==> config.mk <==
export PLATFORM = sky130hd
export DESIGN_NAME = smart_wake_ctrl
export DESIGN_NICKNAME = d
export VERILOG_FILES = /design/src/rtl/swc_pkg.sv /design/src/rtl/swc_regs.sv /design/src/rtl/swc_prescaler.sv /design/src/rtl/swc_wake_timer.sv /design/src/rtl/swc_listen.sv /design/src/rtl/swc_irq.sv /design/src/rtl/smart_wake_ctrl.sv
export SDC_FILE = /design/constraint.sdc
export NUM_CORES = 1
export LEC_CHECK = 0
export BUFFER_PORTS_ARGS = -buffer_cell sky130_fd_sc_hd__buf_2
export CAP_MARGIN = 0
export CORE_UTILIZATION = 55
export DETAILED_ROUTE_END_ITERATION = 7
export PLACE_DENSITY = 0.77
export SYNTH_ARGS = -nofsm -noshare
export SYNTH_HDL_FRONTEND = slang
export SYNTH_HIERARCHICAL = 1
export SYNTH_SLANG_ARGS = --single-unit
==> constraint.sdc <==
create_clock -name clk_i -period 4 [get_ports clk_i]
set_input_delay 0.4 -clock clk_i [delete_from_list [all_inputs] [get_ports clk_i]]
set_output_delay 0.4 -clock clk_i [all_outputs]
set_load 0.05 [all_outputs]
==> src/rtl/swc_pkg.sv <==
package swc_pkg;
  localparam int TMR_W   = 16;
  localparam int DATA_W  = 8;
  localparam int ADDR_W  = 4;
  localparam int RSSI_W  = 8;
  localparam int PRE_W   = 3;
  localparam int NUM_IRQ = 3;

  localparam int IRQ_TMO  = 0;
  localparam int IRQ_WAKE = 1;
  localparam int IRQ_DET  = 2;

  localparam logic [ADDR_W-1:0] A_CFG      = 4'd0;
  localparam logic [ADDR_W-1:0] A_RLD_HI   = 4'd1;
  localparam logic [ADDR_W-1:0] A_RLD_LO   = 4'd2;
  localparam logic [ADDR_W-1:0] A_THR_LO   = 4'd3;
  localparam logic [ADDR_W-1:0] A_THR_HI   = 4'd4;
  localparam logic [ADDR_W-1:0] A_MASK     = 4'd5;
  localparam logic [ADDR_W-1:0] A_RSSI_THR = 4'd6;
  localparam logic [ADDR_W-1:0] A_DWELL    = 4'd7;
  localparam logic [ADDR_W-1:0] A_CLR      = 4'd8;

  // bit order matches config byte bits 5..0
  typedef struct packed {
    logic             listen_en;
    logic [PRE_W-1:0] pre_n;
    logic             src_xtal;
    logic             timer_en;
  } cfg_t;

  typedef enum logic {ST_SLEEP = 1'b0, ST_LISTEN = 1'b1} lst_t;
endpackage

==> src/rtl/swc_regs.sv <==
module swc_regs
  import swc_pkg::*;
#(
  parameter int DWELL_W = 8
) (
  input  logic                 clk_i,
  input  logic                 rst_ni,
  input  logic                 we_i,
  input  logic [ADDR_W-1:0]    addr_i,
  input  logic [DATA_W-1:0]    wdata_i,
  output cfg_t                 cfg_o,
  output logic [TMR_W-1:0]     reload_o,
  output logic                 load_o,
  output logic [TMR_W-1:0]     wthr_o,
  output logic [NUM_IRQ-1:0]   mask_o,
  output logic [RSSI_W-1:0]    rssi_thr_o,
  output logic [DWELL_W-1:0]   dwell_o,
  output logic [NUM_IRQ-1:0]   clr_o
);
  localparam int CFG_W = $bits(cfg_t);

  logic [DATA_W-1:0] hi_stage_q;
  logic              hi_pend_q;
  logic              commit;

  assign commit = we_i && (addr_i == A_RLD_LO) && hi_pend_q;
  assign clr_o  = (we_i && (addr_i == A_CLR)) ? wdata_i[NUM_IRQ-1:0] : '0;

  always_ff @(posedge clk_i or negedge rst_ni) begin
    if (!rst_ni) begin
      cfg_o      <= '0;
      hi_stage_q <= '0;
      hi_pend_q  <= 1'b0;
      reload_o   <= '0;
      load_o     <= 1'b0;
      wthr_o     <= '0;
      mask_o     <= '0;
      rssi_thr_o <= '0;
      dwell_o    <= '0;
    end else begin
      load_o <= commit;
      if (commit) begin
        reload_o  <= {hi_stage_q, wdata_i};
        hi_pend_q <= 1'b0;
      end
      if (we_i) begin
        unique case (addr_i)
          A_CFG:      cfg_o <= cfg_t'(wdata_i[CFG_W-1:0]);
          A_RLD_HI: begin
            hi_stage_q <= wdata_i;
            hi_pend_q  <= 1'b1;
          end
          A_THR_LO:   wthr_o[DATA_W-1:0]     <= wdata_i;
          A_THR_HI:   wthr_o[TMR_W-1:DATA_W] <= wdata_i;
          A_MASK:     mask_o     <= wdata_i[NUM_IRQ-1:0];
          A_RSSI_THR: rssi_thr_o <= wdata_i[RSSI_W-1:0];
          A_DWELL:    dwell_o    <= DWELL_W'(wdata_i);
          default: ;
        endcase
      end
    end
  end
endmodule

==> src/rtl/swc_prescaler.sv <==
module swc_prescaler
  import swc_pkg::*;
(
  input  logic             clk_i,
  input  logic             rst_ni,
  input  logic             en_i,
  input  logic             src_xtal_i,
  input  logic             rc_tick_i,
  input  logic             xtal_tick_i,
  input  logic [PRE_W-1:0] pre_n_i,
  output logic             tick_o
);
  localparam int DIV_W = (1 << PRE_W) - 1;

  logic [DIV_W-1:0] cnt_q;
  logic [DIV_W:0]   span;
  logic [DIV_W-1:0] limit;
  logic             src_tick;

  assign src_tick = src_xtal_i ? xtal_tick_i : rc_tick_i;
  assign span     = ({{DIV_W{1'b0}}, 1'b1} << pre_n_i) - 1'b1;
  assign limit    = span[DIV_W-1:0];

  always_ff @(posedge clk_i or negedge rst_ni) begin
    if (!rst_ni) begin
      cnt_q  <= '0;
      tick_o <= 1'b0;
    end else if (!en_i) begin
      cnt_q  <= '0;
      tick_o <= 1'b0;
    end else begin
      tick_o <= 1'b0;
      if (src_tick) begin
        if (cnt_q >= limit) begin
          cnt_q  <= '0;
          tick_o <= 1'b1;
        end else begin
          cnt_q <= cnt_q + 1'b1;
        end
      end
    end
  end
endmodule

==> src/rtl/swc_wake_timer.sv <==
module swc_wake_timer
  import swc_pkg::*;
(
  input  logic             clk_i,
  input  logic             rst_ni,
  input  logic             en_i,
  input  logic             load_i,
  input  logic [TMR_W-1:0] reload_i,
  input  logic             tick_i,
  input  logic [TMR_W-1:0] wthr_i,
  input  logic             cnt_clr_i,
  output logic             timeout_o,
  output logic             wake_hit_o,
  output logic [TMR_W-1:0] wake_cnt_o
);
  logic [TMR_W-1:0] tmr_q;
  logic [TMR_W-1:0] wake_base;
  logic [TMR_W-1:0] wake_nx;

  assign timeout_o  = en_i && tick_i && !load_i && (tmr_q == '0);
  assign wake_base  = cnt_clr_i ? '0 : wake_cnt_o;
  assign wake_nx    = wake_base + 1'b1;
  assign wake_hit_o = timeout_o && (wake_nx > wthr_i);

  always_ff @(posedge clk_i or negedge rst_ni) begin
    if (!rst_ni) begin
      tmr_q <= '0;
    end else if (load_i) begin
      tmr_q <= reload_i;
    end else if (en_i && tick_i) begin
      tmr_q <= (tmr_q == '0) ? reload_i : tmr_q - 1'b1;
    end
  end

  always_ff @(posedge clk_i or negedge rst_ni) begin
    if (!rst_ni) begin
      wake_cnt_o <= '0;
    end else if (timeout_o) begin
      wake_cnt_o <= wake_nx;
    end else if (cnt_clr_i) begin
      wake_cnt_o <= '0;
    end
  end
endmodule

==> src/rtl/swc_listen.sv <==
module swc_listen
  import swc_pkg::*;
#(
  parameter int DWELL_W = 8
) (
  input  logic               clk_i,
  input  logic               rst_ni,
  input  logic               listen_en_i,
  input  logic               timeout_i,
  input  logic               rssi_valid_i,
  input  logic [RSSI_W-1:0]  rssi_val_i,
  input  logic [RSSI_W-1:0]  rssi_thr_i,
  input  logic [DWELL_W-1:0] dwell_i,
  output logic               listen_o,
  output logic               detect_o
);
  lst_t               st_q;
  logic [DWELL_W-1:0] left_q;

  assign listen_o = (st_q == ST_LISTEN);
  assign detect_o = listen_o && rssi_valid_i && (rssi_val_i > rssi_thr_i);

  always_ff @(posedge clk_i or negedge rst_ni) begin
    if (!rst_ni) begin
      st_q   <= ST_SLEEP;
      left_q <= '0;
    end else begin
      unique case (st_q)
        ST_SLEEP: if (timeout_i && listen_en_i) begin
          st_q   <= ST_LISTEN;
          left_q <= dwell_i;
        end
        ST_LISTEN: begin
          // detection takes priority over dwell expiry
          if (detect_o || left_q == '0) st_q <= ST_SLEEP;
          else left_q <= left_q - 1'b1;
        end
        default: st_q <= ST_SLEEP;
      endcase
    end
  end
endmodule

==> src/rtl/swc_irq.sv <==
module swc_irq
  import swc_pkg::*;
(
  input  logic               clk_i,
  input  logic               rst_ni,
  input  logic [NUM_IRQ-1:0] set_i,
  input  logic [NUM_IRQ-1:0] clr_i,
  input  logic [NUM_IRQ-1:0] mask_i,
  output logic [NUM_IRQ-1:0] irq_o
);
  for (genvar g = 0; g < NUM_IRQ; g++) begin : g_src
    logic flag_q;
    always_ff @(posedge clk_i or negedge rst_ni) begin
      if (!rst_ni) flag_q <= 1'b0;
      else         flag_q <= set_i[g] || (flag_q && !clr_i[g]);
    end
    assign irq_o[g] = flag_q && mask_i[g];
  end
endmodule

==> src/rtl/smart_wake_ctrl.sv <==
module smart_wake_ctrl
  import swc_pkg::*;
#(
  parameter int DWELL_W = 8
) (
  input  logic                 clk_i,
  input  logic                 rst_ni,
  input  logic                 rc_tick_i,
  input  logic                 xtal_tick_i,
  input  logic                 reg_we_i,
  input  logic [ADDR_W-1:0]    reg_addr_i,
  input  logic [DATA_W-1:0]    reg_wdata_i,
  input  logic                 rssi_valid_i,
  input  logic [RSSI_W-1:0]    rssi_value_i,
  output logic                 listen_o,
  output logic                 irq_timeout_o,
  output logic                 irq_wake_o,
  output logic                 irq_detect_o
);
  cfg_t               cfg;
  logic [TMR_W-1:0]   reload;
  logic               load;
  logic [TMR_W-1:0]   wthr;
  logic [NUM_IRQ-1:0] mask;
  logic [RSSI_W-1:0]  rssi_thr;
  logic [DWELL_W-1:0] dwell;
  logic [NUM_IRQ-1:0] clr;
  logic               pre_tick;
  logic               tmo_evt;
  logic               wake_hit;
  logic [TMR_W-1:0]   wake_cnt;
  logic               detect;
  logic [NUM_IRQ-1:0] set_vec;
  logic [NUM_IRQ-1:0] irq_vec;

  swc_regs #(.DWELL_W(DWELL_W)) regs_i (
    .clk_i, .rst_ni,
    .we_i(reg_we_i), .addr_i(reg_addr_i), .wdata_i(reg_wdata_i),
    .cfg_o(cfg), .reload_o(reload), .load_o(load), .wthr_o(wthr),
    .mask_o(mask), .rssi_thr_o(rssi_thr), .dwell_o(dwell), .clr_o(clr)
  );

  swc_prescaler pre_i (
    .clk_i, .rst_ni,
    .en_i(cfg.timer_en), .src_xtal_i(cfg.src_xtal),
    .rc_tick_i, .xtal_tick_i, .pre_n_i(cfg.pre_n), .tick_o(pre_tick)
  );

  swc_wake_timer tmr_i (
    .clk_i, .rst_ni,
    .en_i(cfg.timer_en), .load_i(load), .reload_i(reload), .tick_i(pre_tick),
    .wthr_i(wthr), .cnt_clr_i(clr[IRQ_WAKE]),
    .timeout_o(tmo_evt), .wake_hit_o(wake_hit), .wake_cnt_o(wake_cnt)
  );

  swc_listen #(.DWELL_W(DWELL_W)) lst_i (
    .clk_i, .rst_ni,
    .listen_en_i(cfg.listen_en), .timeout_i(tmo_evt),
    .rssi_valid_i, .rssi_val_i(rssi_value_i), .rssi_thr_i(rssi_thr),
    .dwell_i(dwell), .listen_o, .detect_o(detect)
  );

  always_comb begin
    set_vec           = '0;
    set_vec[IRQ_TMO]  = tmo_evt;
    set_vec[IRQ_WAKE] = wake_hit;
    set_vec[IRQ_DET]  = detect;
  end

  swc_irq irq_i (
    .clk_i, .rst_ni,
    .set_i(set_vec), .clr_i(clr), .mask_i(mask), .irq_o(irq_vec)
  );

  assign irq_timeout_o = irq_vec[IRQ_TMO];
  assign irq_wake_o    = irq_vec[IRQ_WAKE];
  assign irq_detect_o  = irq_vec[IRQ_DET];
endmodule

# Yosys cells after proc, flatten, opt, wreduce, memory -nomap -nowiden
# Cells that the tools add are included.
dict set report totals {
  regBits 119
  in_bits 26
  out_inout_bits 4
  elab_cells 101
}
dict set report op_classes {
  add_sub_neg 5
  n_lt_le_gt_ge 3
  n_eq_ne 11
  n_shift 1
  n_mux 22
  bitwise 1
  reduce_logical 36
}
# operator n
set op_table {}
lappend op_table {{$mux 16} 5}
lappend op_table {{$mux 7} 3}
lappend op_table {{$add 16x1->16 const B} 1}
lappend op_table {{$eq 4x3->1 const B} 4}
lappend op_table {{$gt 16x16->1} 1}
lappend op_table {{$logic_and 1x1->1} 16}
lappend op_table {{$logic_not 16->1} 1}
lappend op_table {{$mux 8} 2}
lappend op_table {{$pmux 8 s2} 1}
lappend op_table {{$reduce_and 2->1} 8}
lappend op_table {{$sub 16x1->16 const B} 1}
lappend op_table {{$mux 1} 9}
lappend op_table {{$eq 4x2->1 const B} 2}
lappend op_table {{$gt 8x8->1} 1}
lappend op_table {{$logic_not 8->1} 1}
lappend op_table {{$sub 8x1->8 const B} 1}
lappend op_table {{$add 7x1->7 const B} 1}
lappend op_table {{$ge 7x7->1} 1}
lappend op_table {{$shl 1x3->7 const A} 1}
lappend op_table {{$sub 7x1->7 const B} 1}
lappend op_table {{$eq 4x1->1 const B} 1}
lappend op_table {{$eq 4x4->1 const B} 1}
lappend op_table {{$logic_not 1->1} 4}
lappend op_table {{$logic_not 4->1} 1}
lappend op_table {{7 further kinds} 11}

# Logic depth before layout (Yosys ltp)
dict set report logic_depth {
  ltp_word 8
  mapped_depth 18
  mapped_depth_nobuf 16
}

# Hierarchy
# The synthesis kept the hierarchy.
# mod n_inst cells_each area_each_um2 seq_area_each_um2
set modules_own_cells {}
lappend modules_own_cells {swc_regs 1 158 2666.3 1676.6}
lappend modules_own_cells {swc_wake_timer 1 311 2542.4 800.8}
lappend modules_own_cells {swc_listen 1 87 799.5 225.2}
lappend modules_own_cells {swc_prescaler 1 63 600.6 200.2}
lappend modules_own_cells {swc_irq 1 12 127.6 75.1}

# Worst setup path after synthesis
# Ideal clock, no wire load.
dict set report synth_timing {
  path_type {input to register}
  startpoint {in reg_addr_i[1]}
  endpoint {reg irq_i.g_src[1].flag_q}
  setup_time_ns 0.118
  arrival_ns 3.474
  slack_ns 0.408
  stages 18
  cell_sequence {buf_2 -> nor3b_2 -> and3b_1 -> and2_1 -> clkbuf_1 -> nor2b_1 -> ha_1 -> and3_1 -> nand3_1 -> nor3_1 -> xnor2_1 -> nor2_1 -> ha_1 -> a21oi_1 -> nand2_1 -> a221oi_1 -> a211oi_1 -> a21o_1}
}
dict set report synth_between {
  elab_chain_len 8
  elab_cells_between_ends 10
  classes_between {add/sub: 1; order compare: 1; eq/ne: 1; mux: 2; reduce/logical: 5}
}
# item line_no
set synth_rtl {}
lappend synth_rtl {{from (decl)} smart_wake_ctrl.sv:11} ;# input logic [ADDR_W-1:0] reg_addr_i,
lappend synth_rtl {{$eq 4x4->1} swc_regs.sv:27} ;# assign clr_o = (we_i && (addr_i == A_CLR)) ? wdata_i[NUM_IRQ-1:0] : '0;
lappend synth_rtl {{$logic_and 1x1->1} swc_regs.sv:27}
lappend synth_rtl {{$mux 3} swc_regs.sv:27}
lappend synth_rtl {{net clr[1]} smart_wake_ctrl.sv:27} ;# logic [NUM_IRQ-1:0] clr;
lappend synth_rtl {{$mux 16} swc_wake_timer.sv:21} ;# assign wake_base = cnt_clr_i ? '0 : wake_cnt_o;
lappend synth_rtl {{$add 16x1->16} swc_wake_timer.sv:22} ;# assign wake_nx = wake_base + 1'b1;
lappend synth_rtl {{$gt 16x16->1} swc_wake_timer.sv:23} ;# assign wake_hit_o = timeout_o && (wake_nx > wthr_i);
lappend synth_rtl {{$logic_and 1x1->1} swc_wake_timer.sv:23}
lappend synth_rtl {{net wake_hit} smart_wake_ctrl.sv:30} ;# logic wake_hit;
lappend synth_rtl {{$logic_or 1x1->1} swc_irq.sv:15} ;# else flag_q <= set_i[g] || (flag_q && !clr_i[g]);
lappend synth_rtl {{to (signal assigned)} swc_irq.sv:15}
lappend synth_rtl {{to (decl)} swc_irq.sv:12} ;# logic flag_q;
# The timed path passes the listed nets, and every way through them passes these cells.
# A chain may end at the register's enable or synchronous reset.

# Final worst setup path
# Ends and elaborated chain as after synthesis.

==> reports/metrics.yaml <==
sta:
  fmax_mhz: 299.2
  fin_tns_setup_ns: 0
  timing.final.max_slew_violations: 0
  hold_viol: 0
  timing.slew.headroom: 0.3723
  rsz0062_at_grt: "false"
  worst_slew_pin_slew_ns: 0.9381
  min_period_ns: 3.342
  post-route-period-util: 0.8355
  setup_violations: 0
  finClkSkew_ns: 0.008814
logic_synthesis:
  synth-main-ff-cell: "dfrtp_1"
  synth_nets: 693
  synthDistinctLibCells: 78
  syn_area_mm2: 0.006736
  yosysTopAreaCellShare: 0.4421
  yosys_warnings: 6
  synth.avg_cell_area_um2: 10.68
  ys_top_cells_by_area: "dfrtp_1 44%, mux2_2 9.4%, ha_1 6.7%"
  synthArstFlopShare: 1.000
  syn_inst: 631
  yosysSeqAreaShare: 0.4421
  synth.largest_area_cell: "dfrtp_1"
  ys_ff_latch: 119
  synth-edff-count: 0
critical_path:
  path_depth: 16
  worstSetupPathType: "in -> reg"
  crit_arrival_ns: 3.69
  critPathMaxFanout: 26
  crit_path_end_kind: "flop"
  path_buf_inv: 2
  cp_cell_sequence: "buf_2, nor3b_2, and3b_1, and2_1, buf_4, nor2b_1, nand3_1, or3_1, o21ai_0, a21oi_1, ha_1, nand4_1, nor3_1, a221oi_1, a211oi_1, a21o_1"
  cpMaxStageDelayCell: "or3_1"
  required_ns: 4.35
  cp_top_family: "simple AND/OR/NAND/NOR gates"
  start_kind: "primary input"
  rr_worst_depth: 14
  cpPeakStageDelay_ns: 0.45
power_and_ir_drop:
  p_seq_frac: 0.396
  intPower_w: 0.003063
  switching_share: 0.2916
  pwr-share-clk: 0.376
  power.density_mw_per_mm2: 565.0
  power_switching_w: 0.001261
  vdd_drop_max_uv: 373.8
  leakage_nw: 3.486
  p_comb_frac: 0.228
clocking:
  htreeDepth: 4
  clk_latency_ns: 0.41
  path_clk_slew_ns: 0.05
  ctsResizeCount: 0
  postCtsHoldBufs: 0
  root_buffer: "clkbuf_16"
  clock_path_buffers: 2
  cts_setup_buffers: 0
  cts_tree: "done"
  cts_sinks: 119
  cts_inserted_buffers: 17
detailed_routing:
  routed_via_density: 5.992
  ant_nets: 0
  drt_pass1_iterations: 5
  wl_mm: 15.09
  drt_iter0_drc: 285
  vias: 4955
  drc: 0
  wire_per_inst_um: 18.24
placed_design:
  dp_hpwl_mm: 10.54
  gp_congestion: 0.8766
  io_buffers: 29
  placed_area_mm2: 0.007025
layout:
  n_fill_cell: 874
  layout_common_cells: "119 x dfrtp_1, 56 x mux2_2, 50 x nor2_1"
  drive_gt1_frac: 0.2239
  final_cell_area_mm2: 0.007652
  areaGrowthSynthToFinish_pct: 13.60
  multi_input_area_mm2: 0.003517
  final_common_cell: "dfrtp_1"
  finalNetCount: 730
  final-seq-area_mm2: 0.002978
run_status:
  status: "finished, final reports clean"
grt:
  antenna_found_initial: 0
  grt_pass1_wl_mm: 25.73
  track_usage: 0.2614
  grt_overflow: 0
  grt_max_degree: 71
  grt_pass1_vias: 5104
floorplan:
  pin_count: 30
  core_mm2: 0.01196
  initial_core_util: 0.5632
  die_w_um: 112.7
  num_rows: 40
  die_h_um: 112.7
  dieArea_mm2: 0.01269
min_path:
  hold_class: "in -> async"
run:
  drv_cap: 0
## metal layers
metal	vias to the layer above	track usage	share of wire	wire length [um]
met2	159	0.4193	0.48	7275
met4	0	0.1262	0.025	376
met3	35	0.05994	0.048	729
met1	2423	0.3357	0.44	6707
li1	2338	-	-	-
met5	-	0	0	0
## power groups by stage
| stage | combinational (W) | sequential [W] | clock, W |
|---|---|---|---|
| 6_report | 0.000984 | 0.00171 | 0.00163 |
| 5_1_grt | 0.00110 | 0.00175 | 0.00171 |
| 4_1_cts | 0.000987 | 0.00171 | 0.00165 |
| 3_5_place_dp | 0.000975 | 0.00172 | 0 |
| 3_3_place_gp | 0.000921 | 0.00170 | 0 |
| 2_1_floorplan | 0.000776 | 0.00164 | 0 |
## flip-flops by register name, indices dropped and copies added (netlist names)
| register | cells |
|---|---|
| irq_i/g_src.flag_q | 3 |
| regs_i/rssi_thr_o | 8 |
| pre_i/tick_o | 1 |
| pre_i/cnt_q | 7 |
| regs_i/cfg_o | 6 |
| tmr_i/wake_cnt_o | 16 |
| regs_i/hi_pend_q | 1 |
| regs_i/load_o | 1 |
| lst_i/left_q | 8 |
| regs_i/mask_o | 3 |
| tmr_i/tmr_q | 16 |
| lst_i/listen_o | 1 |
| regs_i/wthr_o | 16 |
| regs_i/reload_o | 16 |
| regs_i/hi_stage_q | 8 |
| regs_i/dwell_o | 8 |
## cells by family (layout without fill, tap and decap cells)
| kind of cell | count (synthesis) | count (layout) | share of synthesized area |
|---|---|---|---|
| and+or+nand+nor | 210 | 210 | 0.1785 |
| DFF | 119 | 119 | 0.4421 |
| AOI/OAI and AO/OA | 93 | 93 | 0.09621 |
| muxes | 78 | 78 | 0.1350 |
| buffers and inverters | 60 | 108 | 0.03585 |
| adders and majority gates | 36 | 36 | 0.06686 |
| xor gates and xnor gates | 35 | 35 | 0.04550 |
| other | 0 | 1 | 0 |
## area by class of cell
| class | instances | share of cell area |
|---|---|---|
| Timing Repair Buffer | 33 | 0.02322 |
| Multi-Input combinational cell | 452 | 0.4596 |
| Clock buffer | 20 | 0.05837 |
| Antenna cell | 1 | 0.0003270 |
| Inverter | 45 | 0.02207 |
| Tap cell | 147 | 0.02404 |
| Sequential cell | 119 | 0.3891 |
| Clock inverter | 10 | 0.02322 |
## stage by stage
stage / instances / power [W] / setup slack, ns / util / hold slack (ns)
global placement: 796 / 0.002626 / 0.5041 / 0.5873 / 0.4572
floorplan: 631 / 0.002420 / 0.4079 / - / 0.1044
detailed placement: 796 / 0.002697 / 0.3339 / 0.5873 / 0.4713
global route: 826 / 0.004558 / 0.4050 / 0.6395 / 0.1723
CTS: 826 / 0.004339 / 0.7268 / 0.6395 / 0.1390
finish: 827 / 0.004324 / 0.6579 / 0.6397 / 0.09606
## worst paths after layout
kind	startpoint	slack (ns)	to
worst max-delay path	reg_addr_i[1]	0.66	irq_i/g_src[1].flag_q$_DFF_PN0_
worst min-delay path	rst_ni	0.1	tmr_i/tmr_q[0]$_DFFE_PN0P_
worst max register to register	tmr_i/wake_cnt_o[0]$_DFF_PN0_	1.07	irq_i/g_src[1].flag_q$_DFF_PN0_
worst min register to register	regs_i/wthr_o[5]$_DFFE_PN0P_	0.48	regs_i/wthr_o[5]$_DFFE_PN0P_
max in group asynchronous	rst_ni	3.00	regs_i/cfg_o[5]$_DFFE_PN0P_
min in group clk_i	reg_addr_i[1]	0.34	regs_i/hi_pend_q$_DFF_PN0_
## synthesized netlist by cell type (9+ instances only)
| library cell | n |
|---|---|
| nor3_1 | 14 |
| nand4_1 | 14 |
| mux2_4 | 9 |
| nor2_1 | 50 |
| a21oi_1 | 27 |
| xor2_1 | 13 |
| mux2_2 | 56 |
| nand3_1 | 16 |
| clkbuf_1 | 11 |
| and2_1 | 9 |
| nand2_1 | 33 |
| xnor2_1 | 22 |
| dfrtp_1 | 119 |
| nor4_1 | 14 |
| ha_1 | 36 |
| inv_1 | 45 |
| o21ai_0 | 15 |
Note: power is estimated with default switching activity, not from simulation.
